$ cat src/rtl/commit_sel_pkg.sv
package commit_sel_pkg;

   localparam int STAT_W = 3;

   typedef enum logic [STAT_W-1:0] {
      ST_RUNNING     = 3'd0,
      ST_IDLE        = 3'd1,
      ST_SQUASHING   = 3'd2,
      ST_TRAP_WAIT   = 3'd3,
      ST_FETCH_TRAP  = 3'd4
   } thr_status_e;

   typedef enum logic [1:0] {
      POL_ROTATE     = 2'd0,
      POL_OLDEST     = 2'd1,
      POL_AGGRESSIVE = 2'd2,
      POL_SPARE      = 2'd3
   } sel_policy_e;

   function automatic logic status_allows(input logic [STAT_W-1:0] code);
      return (code == ST_RUNNING) || (code == ST_IDLE) || (code == ST_FETCH_TRAP);
   endfunction

endpackage

$ cat src/rtl/commit_sel_elig.sv
module commit_sel_elig
   import commit_sel_pkg::*;
#(
   parameter int NUM_THREADS = 4
)(
   input  logic [NUM_THREADS*STAT_W-1:0] status_i,
   input  logic [NUM_THREADS-1:0]        head_rdy_i,
   input  logic [NUM_THREADS-1:0]        rob_empty_i,
   output logic [NUM_THREADS-1:0]        elig_o,
   output logic [NUM_THREADS-1:0]        rot_cand_o,
   output logic [NUM_THREADS-1:0]        age_cand_o
);

   for (genvar t = 0; t < NUM_THREADS; t++) begin : g_thr
      logic [STAT_W-1:0] code;
      assign code          = status_i[t*STAT_W +: STAT_W];
      assign elig_o[t]     = status_allows(code);
      assign rot_cand_o[t] = elig_o[t] & head_rdy_i[t];
      assign age_cand_o[t] = elig_o[t] & head_rdy_i[t] & ~rob_empty_i[t];
   end

endmodule

$ cat src/rtl/commit_sel_rotate.sv
module commit_sel_rotate #(
   parameter int NUM_THREADS = 4,
   localparam int TID_W = (NUM_THREADS > 1) ? $clog2(NUM_THREADS) : 1
)(
   input  logic                   clk,
   input  logic                   rst_n,
   input  logic [NUM_THREADS-1:0] cand_i,
   input  logic                   upd_en_i,
   output logic                   valid_o,
   output logic [TID_W-1:0]       tid_o
);

   logic [TID_W-1:0] order_q [NUM_THREADS];
   logic [TID_W-1:0] order_d [NUM_THREADS];
   int unsigned      win_pos;

   // first candidate in list order
   always_comb begin
      valid_o = 1'b0;
      tid_o   = '0;
      win_pos = 0;
      for (int i = 0; i < NUM_THREADS; i++) begin
         if (!valid_o && cand_i[order_q[i]]) begin
            valid_o = 1'b1;
            tid_o   = order_q[i];
            win_pos = i;
         end
      end
   end

   // winner leaves its slot, entries behind it close the gap, winner at tail
   always_comb begin
      for (int i = 0; i < NUM_THREADS; i++) begin
         if (i < int'(win_pos) || i == NUM_THREADS - 1) order_d[i] = order_q[i];
         else                                          order_d[i] = order_q[i+1];
      end
      order_d[NUM_THREADS-1] = tid_o;
   end

   always_ff @(posedge clk) begin
      if (!rst_n) begin
         for (int i = 0; i < NUM_THREADS; i++) order_q[i] <= TID_W'(i);
      end else if (upd_en_i && valid_o) begin
         for (int i = 0; i < NUM_THREADS; i++) order_q[i] <= order_d[i];
      end
   end

   // every thread index appears in the list exactly once
   logic [NUM_THREADS-1:0] seen;
   always_comb begin
      seen = '0;
      for (int i = 0; i < NUM_THREADS; i++)
         if (int'(order_q[i]) < NUM_THREADS) seen[order_q[i]] = 1'b1;
   end

   a_r5_list_is_perm: assert property (@(posedge clk) disable iff (!rst_n)
      seen == {NUM_THREADS{1'b1}});

   a_r5_hold_without_accept: assert property (@(posedge clk) disable iff (!rst_n)
      !upd_en_i |=> $stable(order_q[0]) && $stable(order_q[NUM_THREADS-1]));

   a_r5_winner_to_tail: assert property (@(posedge clk) disable iff (!rst_n)
      (upd_en_i && valid_o) |=> order_q[NUM_THREADS-1] == $past(tid_o));

endmodule

$ cat src/rtl/commit_sel_oldest.sv
module commit_sel_oldest #(
   parameter int NUM_THREADS = 4,
   parameter int SEQ_W = 16,
   localparam int TID_W = (NUM_THREADS > 1) ? $clog2(NUM_THREADS) : 1
)(
   input  logic                         clk,
   input  logic                         rst_n,
   input  logic [NUM_THREADS-1:0]       cand_i,
   input  logic [NUM_THREADS*SEQ_W-1:0] seq_i,
   output logic                         valid_o,
   output logic [TID_W-1:0]             tid_o
);

   logic [SEQ_W-1:0] best_seq;

   // strict less-than keeps the lower index on equal ages
   always_comb begin
      valid_o  = 1'b0;
      tid_o    = '0;
      best_seq = '0;
      for (int t = 0; t < NUM_THREADS; t++) begin
         if (cand_i[t] && (!valid_o || seq_i[t*SEQ_W +: SEQ_W] < best_seq)) begin
            valid_o  = 1'b1;
            tid_o    = TID_W'(t);
            best_seq = seq_i[t*SEQ_W +: SEQ_W];
         end
      end
   end

   // no qualifying thread beats the winner
   logic beaten;
   always_comb begin
      beaten = 1'b0;
      for (int t = 0; t < NUM_THREADS; t++) begin
         if (valid_o && cand_i[t]) begin
            if (seq_i[t*SEQ_W +: SEQ_W] < seq_i[int'(tid_o)*SEQ_W +: SEQ_W]) beaten = 1'b1;
            if (seq_i[t*SEQ_W +: SEQ_W] == seq_i[int'(tid_o)*SEQ_W +: SEQ_W] && t < int'(tid_o))
               beaten = 1'b1;
         end
      end
   end

   a_r7_oldest_wins: assert property (@(posedge clk) disable iff (!rst_n)
      valid_o |-> !beaten);

   a_r7_winner_qualifies: assert property (@(posedge clk) disable iff (!rst_n)
      valid_o |-> cand_i[tid_o]);

endmodule

$ cat src/rtl/commit_thread_sel.sv
module commit_thread_sel
   import commit_sel_pkg::*;
#(
   parameter int NUM_THREADS = 4,
   parameter int SEQ_W = 16,
   localparam int TID_W = (NUM_THREADS > 1) ? $clog2(NUM_THREADS) : 1
)(
   input  logic                         clk,
   input  logic                         rst_n,
   input  logic [1:0]                   policy_i,
   input  logic [NUM_THREADS*3-1:0]     status_i,
   input  logic [NUM_THREADS-1:0]       head_rdy_i,
   input  logic [NUM_THREADS-1:0]       rob_empty_i,
   input  logic [NUM_THREADS*SEQ_W-1:0] head_seq_i,
   input  logic                         accept_i,
   output logic                         sel_valid_o,
   output logic [TID_W-1:0]             sel_tid_o
);

   initial begin
      a_prm_threads: assert (NUM_THREADS >= 1 && NUM_THREADS <= 64);
      a_prm_seq:     assert (SEQ_W >= 1 && SEQ_W <= 64);
   end

   logic [NUM_THREADS-1:0] elig, rot_cand, age_cand;
   logic                   rot_mode;

   assign rot_mode = (policy_i == POL_ROTATE);

   commit_sel_elig #(.NUM_THREADS(NUM_THREADS)) i_elig (
      .status_i    (status_i),
      .head_rdy_i  (head_rdy_i),
      .rob_empty_i (rob_empty_i),
      .elig_o      (elig),
      .rot_cand_o  (rot_cand),
      .age_cand_o  (age_cand)
   );

   if (NUM_THREADS == 1) begin : g_solo
      assign sel_valid_o = elig[0];
      assign sel_tid_o   = '0;
   end else begin : g_multi
      logic             rot_valid, age_valid, rot_upd;
      logic [TID_W-1:0] rot_tid, age_tid;

      assign rot_upd = rot_mode & accept_i;

      commit_sel_rotate #(.NUM_THREADS(NUM_THREADS)) i_rotate (
         .clk      (clk),
         .rst_n    (rst_n),
         .cand_i   (rot_cand),
         .upd_en_i (rot_upd),
         .valid_o  (rot_valid),
         .tid_o    (rot_tid)
      );

      commit_sel_oldest #(.NUM_THREADS(NUM_THREADS), .SEQ_W(SEQ_W)) i_oldest (
         .clk     (clk),
         .rst_n   (rst_n),
         .cand_i  (age_cand),
         .seq_i   (head_seq_i),
         .valid_o (age_valid),
         .tid_o   (age_tid)
      );

      assign sel_valid_o = rot_mode ? rot_valid : age_valid;
      assign sel_tid_o   = rot_mode ? rot_tid   : age_tid;

      a_r6_no_rotate_in_age_mode: assert property (@(posedge clk) disable iff (!rst_n)
         !rot_mode |-> !rot_upd);

      a_r4_rotate_needs_ready: assert property (@(posedge clk) disable iff (!rst_n)
         (rot_mode && sel_valid_o) |-> head_rdy_i[sel_tid_o]);

      a_r7_age_needs_nonempty: assert property (@(posedge clk) disable iff (!rst_n)
         (!rot_mode && sel_valid_o) |-> !rob_empty_i[sel_tid_o] && head_rdy_i[sel_tid_o]);
   end

   a_r1_winner_status_ok: assert property (@(posedge clk) disable iff (!rst_n)
      sel_valid_o |-> (status_i[int'(sel_tid_o)*3 +: 3] inside {3'd0, 3'd1, 3'd4}));

   a_r8_idle_index_zero: assert property (@(posedge clk) disable iff (!rst_n)
      !sel_valid_o |-> sel_tid_o == '0);

   a_r8_none_when_all_blocked: assert property (@(posedge clk) disable iff (!rst_n)
      (elig == '0) |-> !sel_valid_o);

endmodule

$ cat config.mk
export PLATFORM = sky130hd
export DESIGN_NAME = commit_thread_sel
export DESIGN_NICKNAME = d
export VERILOG_FILES = /design/src/rtl/commit_sel_pkg.sv /design/src/rtl/commit_sel_elig.sv /design/src/rtl/commit_sel_rotate.sv /design/src/rtl/commit_sel_oldest.sv /design/src/rtl/commit_thread_sel.sv
export SDC_FILE = /design/constraint.sdc
export NUM_CORES = 1
export LEC_CHECK = 0
export CAP_MARGIN = 5
export CORE_AREA = 2 2 107 99
export DETAILED_ROUTE_END_ITERATION = 6
export DIE_AREA = 0 0 109 101
export DONT_BUFFER_PORTS = 1
export SYNTH_ARGS = -nofsm -noshare
export SYNTH_HDL_FRONTEND = slang
export SYNTH_HIERARCHICAL = 1
export SYNTH_SLANG_ARGS = --single-unit
$ cat constraint.sdc
create_clock -name clk -period 11.4 [get_ports clk]
set_input_delay 2.28 -clock clk [delete_from_list [all_inputs] [get_ports clk]]
set_output_delay 2.28 -clock clk [all_outputs]
set_load 0.03 [all_outputs]
# After elaboration in Yosys (flattened, before gate mapping)
# Memories as Yosys holds them, arrays and structs flattened.
# Cells that the tools add are included.
[totals] reg_bits=0 output_inout_bits=3 memories=1 ramBits=8 elab_cells=107
[classes] order_cmp=10 n_mux=42 bitwise_logic=17 eq_ne=8 reduce_logical=29
[memory_table] name="g_multi.i_rotate.order_q" words=4 width=2 rd=4 rd_clocked_by_memory_dff=0 write_ports=4 line="commit_sel_rotate.sv:13" rtl="logic [TID_W-1:0] order_q [NUM_THREADS];"
[ops] op="2-to-1 mux 32 bit" n=2
[ops] op="less-than comparator 16 bit" n=3
[ops] op="2-to-1 mux 16 bit" n=3
[ops] op="less-than comparator 1 x 32 -> 1 bit (first input constant)" n=1
[ops] op="less-than comparator 2 x 32 -> 1 bit (first input constant)" n=1
[ops] op="less-than comparator 3 x 32 -> 1 bit (first input constant)" n=1
[ops] op="2-to-1 mux 2 bit" n=14
[ops] op="2-to-1 mux 1 bit" n=19
[ops] op="equality test 3 x 1 -> 1 bit (second input constant)" n=4
[ops] op="equality test 3 bit (second input constant)" n=4
[ops] op="zero test 3 bit" n=4
[ops] op="less-than comparator 2 x 3 -> 1 bit (second input constant)" n=4
[ops] op="logical OR 1 bit" n=11
[ops] op="bitwise AND 1 bit" n=9
[ops] op="binary-select mux 1 bit (select 2 bit)" n=4
[ops] op="logical AND 1 bit" n=7
[ops] op="zero test 1 bit" n=6
[ops] op="NOT 1 bit" n=4
[ops] op="bitwise OR 1 bit" n=4
[ops] op="zero test 2 bit" n=1

# Depth between registers and ports, before layout
# Gate-level depths: netlist of run 1.
[depth] ltp_word=21 ltp_mapped=33 ltp_nobuf=28

# Cells and area by module
# The synthesis of run 1 kept the hierarchy.
[by_module_without_submodules] module="commit_sel_oldest" seq_area_each_um2=0.0 area_each_um2=1641.6 cells_each=220 instances=1
[by_module_without_submodules] module="commit_sel_rotate" seq_area_each_um2=240.2 area_each_um2=598.1 cells_each=52 instances=1
[by_module_without_submodules] module="commit_sel_elig" seq_area_each_um2=0.0 area_each_um2=125.1 cells_each=16 instances=1
[by_module_without_submodules] module="commit_thread_sel" seq_area_each_um2=0.0 area_each_um2=62.6 cells_each=5 instances=1

# Least setup slack after synthesis of run 1
# OpenSTA, ideal clock, no wires.
[synth_timing] path_kind="input -> output" startpoint="input head_rdy_i[0]" endpoint="output sel_tid_o[1]" required_time_ns=9.120 t_arrival_ns=8.624 setup_slack_ns=0.496 stages=32 path_cell_list="inv_1 > a2111oi_2 > clkbuf_1 > buf_1 > nand2_1 > ha_1 > a21o_1 > a221o_1 > a22o_1 > o31ai_1 > nand2_1 > clkbuf_1 > o2bb2a_1 > inv_1 > ha_1 > o21ai_0 > nor4_1 > nand2_1 > and3_1 > a22o_1 > buf_6 > buf_8 > mux2i_1 > ha_1 > o21ai_0 > nor2_1 > o21a_1 > or4_1 > a211oi_1 > o21ai_0 > o2111ai_1 > mux2_4"
[synth_between] elab_chain_len=16 elab_cells_between_ends=44
[synth_lines] element="start, declared" line="commit_thread_sel.sv:12" rtl="input logic [NUM_THREADS-1:0] head_rdy_i,"
[synth_lines] element="bitwise AND 1 bit (*) (2 in series)" line="commit_sel_elig.sv:19" rtl="assign age_cand_o[t] = elig_o[t] & head_rdy_i[t] & ~rob_empty_i[t];"
[synth_lines] element="named net age_cand[0]" line="commit_thread_sel.sv:25" rtl="logic [NUM_THREADS-1:0] elig, rot_cand, age_cand;"
[synth_lines] element="2-to-1 mux 16 bit / 2-to-1 mux 1 bit (equally long branches)" line="commit_sel_oldest.sv:22" rtl="if (cand_i[t] && (!valid_o || seq_i[t*SEQ_W +: SEQ_W] < best_seq)) begin"
[synth_lines] element="less-than comparator 16 bit / zero test 1 bit (equally long branches)" line="commit_sel_oldest.sv:22"
[synth_lines] element="logical OR 1 bit" line="commit_sel_oldest.sv:22"
[synth_lines] element="logical AND 1 bit" line="commit_sel_oldest.sv:22"
[synth_lines] element="2-to-1 mux 16 bit / 2-to-1 mux 1 bit (equally long branches)" line="commit_sel_oldest.sv:22"
[synth_lines] element="less-than comparator 16 bit / zero test 1 bit (equally long branches)" line="commit_sel_oldest.sv:22"
[synth_lines] element="logical OR 1 bit" line="commit_sel_oldest.sv:22"
[synth_lines] element="logical AND 1 bit" line="commit_sel_oldest.sv:22"
[synth_lines] element="2-to-1 mux 16 bit / 2-to-1 mux 1 bit (equally long branches)" line="commit_sel_oldest.sv:22"
[synth_lines] element="less-than comparator 16 bit / zero test 1 bit (equally long branches)" line="commit_sel_oldest.sv:22"
[synth_lines] element="logical OR 1 bit" line="commit_sel_oldest.sv:22"
[synth_lines] element="logical AND 1 bit" line="commit_sel_oldest.sv:22"
[synth_lines] element="2-to-1 mux 2 bit (*)" line="commit_sel_oldest.sv:22"
[synth_lines] element="named net g_multi.age_tid[1]" line="commit_thread_sel.sv:44" rtl="logic [TID_W-1:0] rot_tid, age_tid;"
[synth_lines] element="2-to-1 mux 2 bit (*)" line="commit_thread_sel.sv:67" rtl="assign sel_tid_o = rot_mode ? rot_tid : age_tid;"
[synth_lines] element="end, declared" line="commit_thread_sel.sv:17" rtl="output logic [TID_W-1:0] sel_tid_o"
# Mark *: on every way through the listed nets, which the timed path passes. The rest lies on a longest branch. The select of a mux whose other input is x is not followed.

# Worst setup path after layout of run 1
# Same ends and word-level chain as after synthesis.

==> summary.md, run 1 <==
| Metric | Value |
|---|---|
| Count of cell instances traversed by the critical path | 29 |
| Maximum net fanout on the critical path | 21 |
| Detailed-route wire length | 7000 um |
| Sum of overflow across all layers after global routing | 0 |
| Post-placement worst setup slack | 0.08306 ns |
| Req. time, crit path | 9.12 ns |
| Max-slew violation count | 0 |
| Number of standard cells after synthesis | 289 |
| Placed cell count | 414 |
| Final count of hold timing violations | 0 |
| Capture point of the critical path | sel_tid_o[1] |
| Starting density of the core | 0.2422 |
| Placed Area | 2562 um2 |
| DRC violation count after routing | 0 |
| Slew @ Worst Pin | 0.7960 ns |
| Least setup slack across all paths after layout | 0.5973 ns |
| R2R depth | 4 |
| Yosys Warn Count | 6 |
| Core area | 9941 um2 |
| Vias per Instance | 5.222 |
| Largest net degree at the start of global routing | 22 |
| Worst setup path class | input pin to output pin |
| Max-Slew Margin vs Limit | 0.4662 |
| Top delay family on crit path | compound AO/OA/AOI/OAI gates |
| CTS tree | built |
| Synth Net Count | 423 |
| CTS HTree Levels | 1 |
| Gr usage total | 0.1251 |
| Insertion delay to the later sink of the worst-skew pair | 0.22 ns |
| Weighted congestion at the end of routability-driven global placement | 0.8877 |
| Cell repeated most along the worst path | ha_1 |
| Master of the slowest instance on the critical path | or4_1 |
| Number of buffers between clock root and the deepest sink | 2 |
| Flip-flop count of the largest register after layout | 8 |
| FF-to-FF End | g_multi.i_rotate/order_q[1][1]$_SDFFCE_PN0P_ |
| Critical path buffer and inverter count | 3 |
| Count of routing violations after the opening detailed-route iteration | 92 |
| Sum of net half-perimeters after detailed placement | 6298 um |
| Worst hold-check path type | flip-flop to flip-flop |
| Final setup violating endpoints | 0 |
| Minimum clock period after layout | 10.80 ns |
| Top reg by flops | g_multi.i_rotate/order_q |
| Number of standard-cell rows in the floorplan | 35 |
| Number of sinks handled by clock tree synthesis | 8 |
| Number of non-filler instances in the completed layout | 418 |
| Area of all placed cells without fillers | 2638 um2 |
| Stage delay of the slowest cell on the critical path | 0.41 ns |
| Crit path capture type | output pin |
| Startpoint of the worst register-to-register path | g_multi.i_rotate/order_q[1][0]$_SDFFCE_PN1P_ |
| Number of global-route vias before repair | 2237 |
| Outcome | finished clean |
| Clk Tree Root Cell | clkbuf_8 |
| Static leakage | 0.9948 nW |
| Routed length per instance | 16.75 um |
| Fin crit share | 0.9476 |
| Worst Hold Slack | 0.6048 ns |
| Die boundary height | 101 um |
| Sum Neg Setup Slack | 0 ns |
| Max Cap Viol | 0 |
| Clk_skew | 0.001006 ns |
| Number of buffers created by CTS | 3 |
| Maximum clock rate | 0.09257 GHz |
| R2r setup slk | 9.14 ns |
| Fraction of final layout cells with drive strength greater than 1 | 0.1142 |
| Post-synthesis average cell area | 8.330 um2 |
| RSZ-0062 raised after global routing | false |
| Post-synthesis cell area | 2407 um2 |
| Category of the worst setup path launch point | input pin |
| Count of buffers from port buffering | 0 |
| Antenna-violating nets left | 0 |
| Global-route wire length before repair | 11010 um |
| CP Data Arrival Time | 8.52 ns |
| DRT Pass-1 Iters | 4 |
| IR Drop Worst-Case VDD | 0.00002622 V |
| P per Cell Area | 51.27 nW/um2 |
| Count of pins on the block boundary | 92 |
| Antenna violations before repair | 0 |
| Clock-pin slew on the worst setup and hold paths | 0.04 ns |
| Antenna diode instance count | 0 |
| Hold Buf Count CTS | 0 |
| Die area | 11010 um2 |
| Die boundary width | 109 um |
| Area growth syn-to-layout | 9.563% |
| Final Net Count | 425 |
| Leading registers by flop count | g_multi.i_rotate/order_q x8 |
| Critical path startpoint | head_rdy_i[0] |
| Total via count in the routed design | 2183 |
[where the power goes]
group	internal (mW)	switching (mW)
Combinational	0.0302	0.0376
Clock	0.0228	0.00994
Sequential	0.0337	0.00110
[cell type report]
type,instances,area [um2]
well taps,129,161.4
fillers,1058,7303
multi-input cells,249,2051
repair buffers,6,57.56
inverters,23,86.33
clock buffers,3,41.29
flip-flops and latches,8,240.2
[repair_timing]
| action | 4_1_cts | 5_1_grt |
|---|---|---|
| resized for setup | 0 | 6 |
| setup endpoints to repair | 0 | 2 |
| buffers inserted | 0 | 1 |
[metrics by stage]
step | utilization | power, mW
after floorplan | - | 0.08984
after global placement | 0.2578 | 0.1001
after detailed placement | 0.2578 | 0.1019
after CTS | 0.2619 | 0.1353
after global routing | 0.2653 | 0.1481
final | 0.2653 | 0.1352
[how the worst min path moves through the flow]
| stage | startpoint | end | slack, ns | depth (start not counted) |
|---|---|---|---|---|
| 2_1_floorplan | g_multi.i_rotate/order_q[3][1]$_SDFFCE_PN1P_ | g_multi.i_rotate/order_q[2][1]$_SDFFCE_PN1P_ | 0.54 | 1 |
| 3_3_place_gp | g_multi.i_rotate/order_q[3][1]$_SDFFCE_PN1P_ | g_multi.i_rotate/order_q[2][1]$_SDFFCE_PN1P_ | 0.59 | 1 |
| 3_5_place_dp | g_multi.i_rotate/order_q[3][1]$_SDFFCE_PN1P_ | g_multi.i_rotate/order_q[2][1]$_SDFFCE_PN1P_ | 0.59 | 1 |
| 4_1_cts | g_multi.i_rotate/order_q[3][1]$_SDFFCE_PN1P_ | g_multi.i_rotate/order_q[2][1]$_SDFFCE_PN1P_ | 0.60 | 1 |
| 5_1_grt | g_multi.i_rotate/order_q[3][1]$_SDFFCE_PN1P_ | g_multi.i_rotate/order_q[2][1]$_SDFFCE_PN1P_ | 0.62 | 1 |
| 6_report | g_multi.i_rotate/order_q[3][1]$_SDFFCE_PN1P_ | g_multi.i_rotate/order_q[2][1]$_SDFFCE_PN1P_ | 0.60 | 1 |
[layout by cell type (no fill, tap or decap), types with 2 or more instances in the layout]
cell type	n
or4_1	2
nand2_1	39
a211oi_1	8
nand2b_1	2
nor4_1	3
nor2_1	23
a2111oi_2	3
nand3_1	3
and2_1	5
inv_1	23
edfxtp_1	8
and3_1	2
ha_1	45
a21o_1	4
a21oi_1	13
a2111oi_0	3
mux2i_1	21
a2bb2oi_1	2
o21ai_0	13
o211ai_1	3
nand4_1	4
mux2_4	3
mux4_2	4
clkbuf_8	3
buf_4	5
or3_1	3
o2bb2a_1	14
nor3_1	5
[worst register-to-register path, stage by stage, from the launching register on]
cell and delay (ns):
edfxtp_1 0.42, mux4_2 0.61, or4_4 0.59, and3_4 0.23, and2_1 0.16
[routing by layer]
| metal | wire, um | global-route usage |
|---|---|---|
| met4 | 60 | 0.02367 |
| met1 | 2743 | 0.1435 |
| met2 | 3137 | 0.2040 |
| met3 | 1059 | 0.07111 |
| met5 | 0 | 0 |
Note: power is estimated with default switching activity, not from simulation.
==> inputs of run 2 (changes only) <==
--- a/config.mk
+++ b/config.mk
@@ -7,9 +7,11 @@
 export LEC_CHECK = 0
 export CAP_MARGIN = 5
 export CORE_AREA = 2 2 107 99
+export CTS_CLUSTER_DIAMETER = 80
 export DETAILED_ROUTE_END_ITERATION = 6
 export DIE_AREA = 0 0 109 101
 export DONT_BUFFER_PORTS = 1
+export SETUP_SLACK_MARGIN = 0.15
 export SYNTH_ARGS = -nofsm -noshare
 export SYNTH_HDL_FRONTEND = slang
 export SYNTH_HIERARCHICAL = 1
==> summary.md, run 2 (same netlist as run 1, synthesis figures left out) <==
| Metric | Value |
|---|---|
| Count of routing violations after the opening detailed-route iteration | 96 (was 92) |
| Sum Neg Setup Slack | 0 ns (unchanged) |
| Routed length per instance | 16.68 um (was 16.75 um) |
| Core area | 9941 um2 (unchanged) |
| Die area | 11010 um2 (unchanged) |
| Max-slew violation count | 0 (unchanged) |
| Final count of hold timing violations | 0 (unchanged) |
| Sum of net half-perimeters after detailed placement | 6298 um (unchanged) |
| Antenna violations before repair | 0 (unchanged) |
| Count of pins on the block boundary | 92 (unchanged) |
| Maximum clock rate | 0.09293 GHz (was 0.09257 GHz) |
| Die boundary height | 101 um (unchanged) |
| Reg area | 240.2 um2 (unchanged) |
| Clk_skew | 0.0008113 ns (was 0.001006 ns) |
| Max-Slew Margin vs Limit | 0.4664 (was 0.4662) |
| Vias per Instance | 5.230 (was 5.222) |
| Number of global-route vias before repair | 2237 (unchanged) |
| CTS tree | built (unchanged) |
| Category of the worst setup path launch point | input pin (unchanged) |
| Worst setup path class | input pin to output pin (unchanged) |
| Worst hold-check path type | flip-flop to flip-flop (unchanged) |
| Slew @ Worst Pin | 0.7956 ns (was 0.7960 ns) |
| Total chip power | 0.1366 mW (was 0.1352 mW) |
| Number of buffers created by CTS | 3 (unchanged) |
| Total via count in the routed design | 2202 (was 2183) |
| Top reg by flops | g_multi.i_rotate/order_q (unchanged) |
| Worst min-delay path startpoint | g_multi.i_rotate/order_q[3][1]$_SDFFCE_PN1P_ (unchanged) |
| Most common cell after layout, fill and taps aside | ha_1 (unchanged) |
| Crit path capture type | output pin (unchanged) |
| Clk Tree Root Cell | clkbuf_8 (unchanged) |
| Global-route wire length before repair | 11010 um (unchanged) |
| Placed cell count | 414 (unchanged) |
| P_int | 0.08746 mW (was 0.08662 mW) |
| Startpoint of the worst register-to-register path | g_multi.i_rotate/order_q[1][0]$_SDFFCE_PN1P_ (unchanged) |
| Clock-pin slew on the worst setup and hold paths | 0.04 ns (about the same) |
| Final Net Count | 428 (was 425) |
| Post-placement worst setup slack | 0.08306 ns (unchanged) |
| DRT Pass-1 Iters | 4 (unchanged) |
| Fillcell total | 1056 (was 1058) |
| RSZ-0062 raised after global routing | false (unchanged) |
| Req. time, crit path | 9.12 ns (about the same) |
| Starting density of the core | 0.2422 (unchanged) |
| Number of non-filler instances in the completed layout | 421 (was 418) |
| Die boundary width | 109 um (unchanged) |
| DRC violation count after routing | 0 (unchanged) |
| Minimum clock period after layout | 10.76 ns (was 10.80 ns) |
| Sum of overflow across all layers after global routing | 0 (unchanged) |
| Gr usage total | 0.1251 (unchanged) |
| Fraction of final layout cells with drive strength greater than 1 | 0.1267 (was 0.1142) |
| Switching power share of the total | 0.3597 (was 0.3594) |
| Detailed-route wire length | 7022 um (was 7000 um) |
| Flip-flop count of the largest register after layout | 8 (unchanged) |
| Number of standard-cell rows in the floorplan | 35 (unchanged) |
| Maximum net fanout on the critical path | 21 (unchanged) |
| CTS HTree Levels | 1 (unchanged) |
| Final setup violating endpoints | 0 (unchanged) |
| P per Cell Area | 51.10 nW/um2 (was 51.27 nW/um2) |
| Outcome | finished clean (unchanged) |
| Least setup slack across all paths after layout | 0.6391 ns (was 0.5973 ns) |
| Number of sinks handled by clock tree synthesis | 8 (unchanged) |
| Count of buffers from port buffering | 0 (unchanged) |
| IR Drop Worst-Case VDD | 0.00002616 V (was 0.00002622 V) |
| Area growth syn-to-layout | 11.02% (was 9.563%) |
| Combined area of the multi-input logic cells | 2063 um2 (was 2051 um2) |
| Leading registers by flop count | g_multi.i_rotate/order_q x8 (unchanged) |
| CP Data Arrival Time | 8.48 ns (was 8.52 ns) |
| Number of buffers between clock root and the deepest sink | 2 (unchanged) |
| Top library cells by usage in the layout, fill and taps aside | ha_1 (45), nand2_1 (39), inv_1 (23), nor2_1 (23), mux2i_1 (21) (unchanged) |
| Logic gate share of total power | 0.506 (was 0.501) |
| Critical path startpoint | head_rdy_i[0] (unchanged) |
| Largest net degree at the start of global routing | 22 (unchanged) |
| Max Cap Viol | 0 (unchanged) |
| Weighted congestion at the end of routability-driven global placement | 0.8877 (unchanged) |
| Clock network fraction of design power | 0.239 (was 0.242) |
| Insertion delay to the later sink of the worst-skew pair | 0.22 ns (about the same) |
| Static leakage | 1.014 nW (was 0.9948 nW) |
| Antenna-violating nets left | 0 (unchanged) |
| Part of the total power dissipated in sequential elements | 0.255 (was 0.257) |
| R2r setup slk | 9.13 ns (was 9.14 ns) |
| Net switching power | 0.04912 mW (was 0.04861 mW) |
| Fin crit share | 0.9439 (was 0.9476) |
| Antenna diode instance count | 0 (unchanged) |
run 2: cell types whose count changed in the layout (fill, tap and decap cells not counted), sizes merged:
cell and change:
buf +3
run 2: path summary, 6_finish.rpt:
kind | cells after the start | to
worst min-delay path | 1 | g_multi.i_rotate/order_q[2][1]$_SDFFCE_PN1P_
worst max-delay path | 28 | sel_tid_o[1]
worst max register to register | 4 | g_multi.i_rotate/order_q[1][1]$_SDFFCE_PN0P_
worst min register to register | 1 | g_multi.i_rotate/order_q[2][1]$_SDFFCE_PN1P_
run 2: what timing repair did:
| item | CTS | global route |
|---|---|---|
| endpoints found under the setup margin | 2 | 2 |
| endpoints found under the hold margin | 0 | 0 |
| hold buffers | 0 | 0 |
| pin swaps | 0 | 3 |
| gates resized for setup | 1 | 8 |
| setup buffers | 0 | 4 |
run 2: power groups by stage:
stage | registers [mW] | logic, mW | clock network, mW
after floorplan | 0.0349 | 0.0549 | 0
after global placement | 0.0352 | 0.0649 | 0
after detailed placement | 0.0352 | 0.0667 | 0
after CTS | 0.0348 | 0.0672 | 0.0334
after global routing | 0.0349 | 0.0788 | 0.0357
final | 0.0348 | 0.0691 | 0.0327
run 2: metrics by stage:
| step | hold WS (ns) | cell area, um2 | util |
|---|---|---|---|
| after global placement | 0.5916 | 2562 | 0.2578 |
| after detailed placement | 0.5948 | 2562 | 0.2578 |
| after CTS | 0.6048 | 2606 | 0.2622 |
| after global routing | 0.6163 | 2673 | 0.2688 |
| final | 0.6110 | 2673 | 0.2688 |
| after floorplan | 0.5384 | 2407 | - |
run 2: routing by layer:
layer,up-vias,GRT usage,routed length [um]
met5,-,0,0
li1,1112,-,-
met4,0,0.02367,60
met2,62,0.2040,3145
met1,1022,0.1435,2772
met3,6,0.07111,1044
run 2: final cells by class:
type,count,area share
Inverter,23,0.03230
Multi-Input combinational cell,249,0.7720
Timing Repair Buffer,9,0.02996
Tap cell,129,0.06039
Sequential cell,8,0.08989
Clock buffer,3,0.01545
run 2: critical path, stage by stage:
cell	delay [ns]
inv_1	0.05
a2111oi_4	0.39
buf_12	0.21
nand2_1	0.10
ha_1	0.31
a21oi_1	0.17
nor2_1	0.05
or3_1	0.44
nor4_4	0.40
buf_4	0.21
nor2_1	0.05
o2bb2a_1	0.32
inv_1	0.07
ha_1	0.21
a2111oi_0	0.35
a2111oi_0	0.12
o21ai_0	0.29
a22o_4	0.25
mux2i_1	0.23
ha_1	0.27
a211oi_1	0.24
nor2_1	0.08
o21a_1	0.18
or4_1	0.41
a211oi_1	0.27
o21ai_1	0.13
o2111ai_1	0.13
mux2_4	0.25
